## config.mk

```make
export PLATFORM = sky130hd
export DESIGN_NAME = link_cfg_select
export DESIGN_NICKNAME = d
export VERILOG_FILES = /design/src/rtl/link_cfg_pkg.sv /design/src/rtl/lcs_bpp_map.sv /design/src/rtl/lcs_rate_decode.sv /design/src/rtl/lcs_fit_check.sv /design/src/rtl/link_cfg_select.sv
export SDC_FILE = /design/constraint.sdc
export NUM_CORES = 1
export LEC_CHECK = 0
export BUFFER_PORTS_ARGS = -buffer_cell sky130_fd_sc_hd__buf_4
export CORE_UTILIZATION = 50
export DETAILED_ROUTE_END_ITERATION = 8
export HOLD_SLACK_MARGIN = 0.12
export PLACE_DENSITY = 0.8
export REMOVE_ABC_BUFFERS = 1
export SLEW_MARGIN = 20
export SYNTH_ARGS = -nofsm -noshare
export SYNTH_HDL_FRONTEND = slang
export SYNTH_SLANG_ARGS = --single-unit
```

## constraint.sdc

```tcl
create_clock -name clk -period 4 [get_ports clk]
set_clock_uncertainty 0.05 [all_clocks]
set_input_delay 0.6 -clock clk [delete_from_list [all_inputs] [get_ports clk]]
set_output_delay 0.6 -clock clk [all_outputs]
set_load 0.05 [all_outputs]
```

## src/rtl/link_cfg_pkg.sv

```systemverilog
package link_cfg_pkg;

    localparam int RATE_W = 20;
    localparam int BPP_W  = 5;
    localparam int FMT_W  = 3;
    localparam int CODE_W = 8;

    localparam logic [RATE_W-1:0] RATE_LOW_KHZ  = 20'd162000;
    localparam logic [RATE_W-1:0] RATE_MID_KHZ  = 20'd270000;
    localparam logic [RATE_W-1:0] RATE_HIGH_KHZ = 20'd540000;

    localparam logic [CODE_W-1:0] CODE_LOW  = 8'h06;
    localparam logic [CODE_W-1:0] CODE_MID  = 8'h0A;
    localparam logic [CODE_W-1:0] CODE_HIGH = 8'h14;

    typedef enum logic [2:0] {
        ST_IDLE,
        ST_PREP,
        ST_LANE,
        ST_RATE_LO,
        ST_RATE_MID,
        ST_FINISH
    } sel_state_t;

endpackage

```

## src/rtl/lcs_bpp_map.sv

```systemverilog
module lcs_bpp_map
    import link_cfg_pkg::*;
(
    input  logic [FMT_W-1:0] fmt,
    output logic [BPP_W-1:0] bpp,
    output logic             supported
);
    always_comb begin
        supported = 1'b1;
        case (fmt)
            3'd0:    bpp = 5'd8;
            3'd1:    bpp = 5'd16;
            3'd2:    bpp = 5'd16;
            3'd3:    bpp = 5'd24;
            3'd4:    bpp = 5'd24;   // 32-bit storage, 24 bits carried
            default: begin
                bpp       = '0;
                supported = 1'b0;
            end
        endcase
    end
endmodule

```

## src/rtl/lcs_rate_decode.sv

```systemverilog
module lcs_rate_decode
    import link_cfg_pkg::*;
(
    input  logic [CODE_W-1:0] code,
    output logic [RATE_W-1:0] rate
);
    always_comb begin
        case (code)
            CODE_MID:  rate = RATE_MID_KHZ;
            CODE_HIGH: rate = RATE_HIGH_KHZ;
            CODE_LOW:  rate = RATE_LOW_KHZ;
            default:   rate = RATE_LOW_KHZ;
        endcase
    end
endmodule

```

## src/rtl/lcs_fit_check.sv

```systemverilog
module lcs_fit_check
    import link_cfg_pkg::*;
#(
    parameter int DEM_W = 25,
    parameter int LOG_W = 2,
    parameter int CMP_W = 26
) (
    input  logic [DEM_W-1:0]  demand,
    input  logic [RATE_W-1:0] cand_rate,
    input  logic [LOG_W-1:0]  cand_log,
    output logic              fits
);
    logic [LOG_W+1:0] shamt;
    logic [CMP_W-1:0] capacity;

    // capacity in bit-rate units: rate * 2^log * 8
    assign shamt    = (LOG_W+2)'(cand_log) + (LOG_W+2)'(3);
    assign capacity = CMP_W'(cand_rate) << shamt;
    assign fits     = CMP_W'(demand) <= capacity;
endmodule

```

## src/rtl/link_cfg_select.sv

```systemverilog
module link_cfg_select
    import link_cfg_pkg::*;
#(
    parameter int PCLK_W = 20,
    parameter int MAXL_W = 3
) (
    input  logic                clk,
    input  logic                rst_n,
    input  logic                start,
    input  logic [PCLK_W-1:0]   pclk_khz,
    input  logic [FMT_W-1:0]    pix_fmt,
    input  logic [MAXL_W-1:0]   sink_max_lanes,
    input  logic [CODE_W-1:0]   sink_rate_code,
    input  logic                fixed_rate_enc,
    output logic                busy,
    output logic                result_valid,
    output logic [MAXL_W:0]     lanes_out,
    output logic [RATE_W-1:0]   rate_khz,
    output logic                fmt_err
);
    localparam int LANE_W = MAXL_W + 1;
    localparam int LOG_W  = $clog2(MAXL_W + 1);
    localparam int NSTEP  = MAXL_W - 1;
    localparam int STEP_W = (NSTEP > 1) ? $clog2(NSTEP) : 1;
    localparam int DEM_W  = PCLK_W + BPP_W;
    localparam int CAP_W  = RATE_W + MAXL_W + 4;
    localparam int CMP_W  = (CAP_W > DEM_W) ? CAP_W : DEM_W;

    sel_state_t state_q, state_d;

    logic [PCLK_W-1:0] pclk_q;
    logic [FMT_W-1:0]  fmt_q;
    logic [MAXL_W-1:0] maxl_q;
    logic [CODE_W-1:0] code_q;
    logic              fixed_q;

    logic [DEM_W-1:0]  demand_q;
    logic [RATE_W-1:0] maxrate_q;
    logic              fmt_bad_q;
    logic [LOG_W-1:0]  lane_log_q;
    logic              frozen_q;
    logic [STEP_W-1:0] step_q;
    logic [RATE_W-1:0] rate_q;
    logic              rate_done_q;

    logic [BPP_W-1:0]  bpp_w;
    logic              fmt_ok_w;
    logic [RATE_W-1:0] dec_rate_w;
    logic [RATE_W-1:0] cand_rate_w;
    logic              fits_w;
    logic [LANE_W-1:0] lane_cur_w;
    logic [DEM_W-1:0]  demand_w;

    lcs_bpp_map u_bpp (
        .fmt       (fmt_q),
        .bpp       (bpp_w),
        .supported (fmt_ok_w)
    );

    lcs_rate_decode u_dec (
        .code (code_q),
        .rate (dec_rate_w)
    );

    lcs_fit_check #(
        .DEM_W (DEM_W),
        .LOG_W (LOG_W),
        .CMP_W (CMP_W)
    ) u_fit (
        .demand    (demand_q),
        .cand_rate (cand_rate_w),
        .cand_log  (lane_log_q),
        .fits      (fits_w)
    );

    assign lane_cur_w = LANE_W'(1) << lane_log_q;
    assign demand_w   = DEM_W'(pclk_q) * DEM_W'(bpp_w);
    assign busy       = (state_q != ST_IDLE);

    always_comb begin
        unique case (state_q)
            ST_LANE:    cand_rate_w = maxrate_q;
            ST_RATE_LO: cand_rate_w = RATE_LOW_KHZ;
            default:    cand_rate_w = RATE_MID_KHZ;
        endcase
    end

    // next-state logic
    always_comb begin
        state_d = state_q;
        unique case (state_q)
            ST_IDLE:     if (start) state_d = ST_PREP;
            ST_PREP:     state_d = ST_LANE;
            ST_LANE:     if (step_q == STEP_W'(NSTEP - 1)) state_d = ST_RATE_LO;
            ST_RATE_LO:  state_d = ST_RATE_MID;
            ST_RATE_MID: state_d = ST_FINISH;
            ST_FINISH:   state_d = ST_IDLE;
            default:     state_d = ST_IDLE;
        endcase
    end

    always_ff @(posedge clk or negedge rst_n) begin
        if (!rst_n) state_q <= ST_IDLE;
        else        state_q <= state_d;
    end

    // datapath and outputs
    always_ff @(posedge clk or negedge rst_n) begin
        if (!rst_n) begin
            pclk_q       <= '0;
            fmt_q        <= '0;
            maxl_q       <= '0;
            code_q       <= '0;
            fixed_q      <= 1'b0;
            demand_q     <= '0;
            maxrate_q    <= '0;
            fmt_bad_q    <= 1'b0;
            lane_log_q   <= '0;
            frozen_q     <= 1'b0;
            step_q       <= '0;
            rate_q       <= '0;
            rate_done_q  <= 1'b0;
            result_valid <= 1'b0;
            lanes_out    <= '0;
            rate_khz     <= '0;
            fmt_err      <= 1'b0;
        end else begin
            result_valid <= 1'b0;
            unique case (state_q)
                ST_IDLE: begin
                    if (start) begin
                        pclk_q  <= pclk_khz;
                        fmt_q   <= pix_fmt;
                        maxl_q  <= sink_max_lanes;
                        code_q  <= sink_rate_code;
                        fixed_q <= fixed_rate_enc;
                    end
                end
                ST_PREP: begin
                    demand_q    <= demand_w;
                    maxrate_q   <= dec_rate_w;
                    fmt_bad_q   <= !fmt_ok_w;
                    lane_log_q  <= LOG_W'(1);
                    frozen_q    <= 1'b0;
                    step_q      <= '0;
                    rate_q      <= '0;
                    rate_done_q <= 1'b0;
                end
                ST_LANE: begin
                    step_q <= step_q + STEP_W'(1);
                    if (!frozen_q) begin
                        if (lane_cur_w < LANE_W'(maxl_q)) begin
                            if (fits_w) frozen_q <= 1'b1;
                            else        lane_log_q <= lane_log_q + LOG_W'(1);
                        end else begin
                            frozen_q <= 1'b1;
                        end
                    end
                end
                ST_RATE_LO: begin
                    if (fixed_q) begin
                        rate_q      <= RATE_MID_KHZ;
                        rate_done_q <= 1'b1;
                    end else if (fits_w) begin
                        rate_q      <= RATE_LOW_KHZ;
                        rate_done_q <= 1'b1;
                    end
                end
                ST_RATE_MID: begin
                    if (!rate_done_q) begin
                        rate_q      <= fits_w ? RATE_MID_KHZ : maxrate_q;
                        rate_done_q <= 1'b1;
                    end
                end
                ST_FINISH: begin
                    result_valid <= 1'b1;
                    if (fmt_bad_q) begin
                        lanes_out <= '0;
                        rate_khz  <= '0;
                        fmt_err   <= 1'b1;
                    end else begin
                        lanes_out <= lane_cur_w;
                        rate_khz  <= rate_q;
                        fmt_err   <= 1'b0;
                    end
                end
                default: ;
            endcase
        end
    end
endmodule

```

==> impl_results.md <==
- R2r startpoint: fmt_q[1]$_DFFE_PN0P_
- # H-tree levels: 3
- Final wirelength: approximately 14 mm
- Part of the Yosys area used for sequential elements: between 30% and 40%
- Worst EP required: 4.17 ns
- Clock insertion delay at the later pin of the skew report: roughly 0.35 ns
- GRT Overall Usage: a little over a fifth
- Number of port buffers: 58
- Top cell family by delay on the critical path: adder cells
- Number of placement rows: 42
- Fin crit share: between 90% and 100%
- Die width: ~120 µm
- Fraction of final layout cells with drive strength greater than 1: a little under a quarter
- Area growth from synthesis to layout: 18.74%
- Global-route wire length before repair: approximately 24 mm
- Area leader, netlist: sky130_fd_sc_hd__dfrtp_1
- Core Footprint: approximately 13000 µm²
- Synthesized instance count: between 700 and 800
- Synth Cell Area: approximately 6800 µm²
- Number of warnings reported in the yosys synthesis log: 0
- Type of element capturing the critical path: register
- # DRC: 0
- Syn_area_per_cell: about 9.5 µm²
- Number of global-route vias before repair: 5210
- WP data arrival: a little over 4 ns
- Worst Path Buf+Inv: 2
- Startpoint of the worst setup timing path: fmt_q[1]$_DFFE_PN0P_
- Post-DP HPWL: between 10 and 15 mm
- Worst min-delay path class: in -> async
- Synth async-reset ratio: 100.0%
- Run status: completed
- Effective utilization at floorplan: ~50%
- Final estimated routing congestion in global placement: between 0.9 and 1
- Library cells used by synthesis: 62
- Synth Register Bits: 93
- Worst rel slew slack: 41.43%
- Initial drt markers: between 200 and 250
- Clock Sinks: 93
- Cell mode on critical path: sky130_fd_sc_hd__ha_1
- Number of antenna violations at the first check in global routing: 0
- CP peak stage delay: 0.42 ns
- GRT Residual Overflow: 0
- Slowest cell on crit path: sky130_fd_sc_hd__dfrtp_1
- Commonest cells after routing, fill and taps aside: 93 x sky130_fd_sc_hd__dfrtp_1, 89 x sky130_fd_sc_hd__buf_4, 88 x sky130_fd_sc_hd__ha_1
- Number of vias per cell after detailed routing: 5.505
- Cell types with the largest area share after synthesis: sky130_fd_sc_hd__dfrtp_1 34%, sky130_fd_sc_hd__ha_1 18%, sky130_fd_sc_hd__mux2_2 6.3%
- Die area: 14010 µm²
- Predominant post-synthesis flop cell: sky130_fd_sc_hd__dfrtp_1
- CP cell instances: nor2_4 -> xnor2_4 -> buf_8 -> and2_1 -> ha_1 -> ha_1 -> ha_1 -> ha_1 -> a211oi_4 -> o21ai_2 -> a2111oi_4 -> buf_4 -> nor3b_1 -> o21ai_1 -> a211o_1 -> o21ai_0
- Hold Slack: approximately 0.33 ns
- Biggest fanout along the worst timing path: 15
- Final routed wire length divided by cell count: 14.96 µm
- Buffers from clock root to sink, at most: 2
- Actual slew at the worst max-slew pin: ~0.88 ns
- Yosys top cell area share: between 30% and 40%
- Number of antenna diodes: 0
- Drt first pass iters: 4
- Pin count of the biggest net entering global routing: about 70
- Clock root cell: sky130_fd_sc_hd__clkbuf_16
- Commonest non-fill, non-tap cell in the layout: sky130_fd_sc_hd__dfrtp_1
- Number of CTS-inserted buffers: 9
- Final Max Slew Viols: 0
- Max Clock Freq: 258.1 MHz
- # setup viols final: 0
- Via Count: about 5300
- Antenna Nets Post-Route: 0
- Hold Vio Cnt, Final: 0
- Clock-pin transition on the worst setup and hold timing paths: ~0.07 ns
- Clock tree from TritonCTS: built
- Die Y: 118.4 µm
- # Max-Cap Violations: 0
- I/O pin count: 65
- Type of origin of the critical path: register
- Startpoint-to-endpoint class of the critical path: reg -> reg
- Final layout net count: slightly above 900
- Post-route minimum period: approximately 3.9 ns
- EDFF count, synth: 0
[logic make-up (layout without fill, tap and decap cells)]
| logic type | after synthesis | count (layout) | synth area share (%) |
|---|---|---|---|
| simple gates | 236 | 236 | 17.25 |
| compound gates | 160 | 160 | 15.64 |
| fa+ha+maj | 100 | 100 | 18.71 |
| flops | 93 | 93 | 34.38 |
| buf+inv | 64 | 129 | 4.418 |
| mux | 50 | 50 | 8.392 |
| xor+xnor | 9 | 9 | 1.165 |
| other cells | 1 | 6 | 0.05540 |
[layout make-up]
type / instances / area (µm²)
clock buffers: 10 / 239.0
clock inverters: 6 / 97.59
fillers: 1125 / 5205
inverters: 21 / 78.83
multi-input cells: 561 / 4369
flip-flops and latches: 93 / 2327
well taps: 176 / 220.2
repair buffers: 92 / 705.7
[registers in the layout (all words and copies together), names as in the netlist, 3 cells and up]
| signal | flops |
|---|---|
| demand_q | 22 |
| pclk_q | 20 |
| code_q | 8 |
| maxrate_q | 7 |
| rate_khz | 7 |
| rate_q | 7 |
| lanes_out | 4 |
| fmt_q | 3 |
| maxl_q | 3 |
| state_q | 3 |
[layer usage]
layer	share of wire, %	global-route usage [%]	vias to the layer above
met5	0	0	-
li1	-	-	2662
met1	45	27.42	2506
met3	3.4	3.475	12
met2	50	37.46	99
met4	1.2	6.971	0
[path summary, 6_finish.rpt]
path                                       endpoint  slack (ns)  cells after the start
setup / recovery           demand_q[21]$_DFFE_PN0P_        0.13                     16
hold / removal              rate_khz[8]$_DFFE_PN0P_        0.33                      1
setup reg to reg           demand_q[21]$_DFFE_PN0P_        0.13                     16
hold reg to reg             demand_q[8]$_DFFE_PN0P_        0.43                      2
max in group asynchronous     fmt_bad_q$_DFFE_PN0P_        2.70                      2
min in group clk              maxl_q[1]$_DFFE_PN0P_        0.40                      3
[Yosys cell counts, drive strengths merged, types with 2 or more instances]
master / number
a21o: 10
or3: 4
a22oi: 2
nand2: 86
a211o: 2
o211ai: 3
o22ai: 2
mux2i: 8
nand2b: 14
xnor2: 6
nor2b: 5
a31oi: 5
nand3: 16
and3: 5
dfrtp: 93
mux2: 42
o21a: 10
a2111oi: 2
clkinv: 2
clkbuf: 23
fa: 2
a21oi: 30
nand4: 5
o21ai: 59
a211oi: 11
and2: 41
ha: 98
inv: 19
nor3b: 3
buf: 20
nor2: 38
o31ai: 13
nor3: 13
xor2: 3
[worst register-to-register path: cells and delay by family, from the launching register on]
family          cells  cell delay (ns)
fa+ha+maj           4             1.20
buf+inv             2             0.35
compound gates      6             1.19
xor+xnor            1             0.13
simple gates        3             0.40
flops               1             0.42
[what timing repair did]
item,CTS,global route
pin swaps,2,14
setup buffers,0,1
cloned,0,0
endpoints found under the setup margin,5,7
gates resized for setup,7,33
hold buffers,0,0
[through the flow]
stage            TNS (ns)  utilization (%)  setup WS [ns]  area [µm²]  std cells
2_1_floorplan      -4.719                -        -0.5203        6568        675
3_3_place_gp     -0.09074            56.45       -0.06576        7476        942
3_5_place_dp      -0.4214            56.45        -0.1776        7476        942
4_1_cts        -0.0005409            59.29     -0.0005409        7851        958
5_1_grt          -0.02949            60.70       -0.01631        8038        959
6_report                0            60.70         0.1261        8038        959
Power is left out: the tool's default activity adds up to more than one toggle a clock period on the data nets, which glitch-free logic cannot reach.
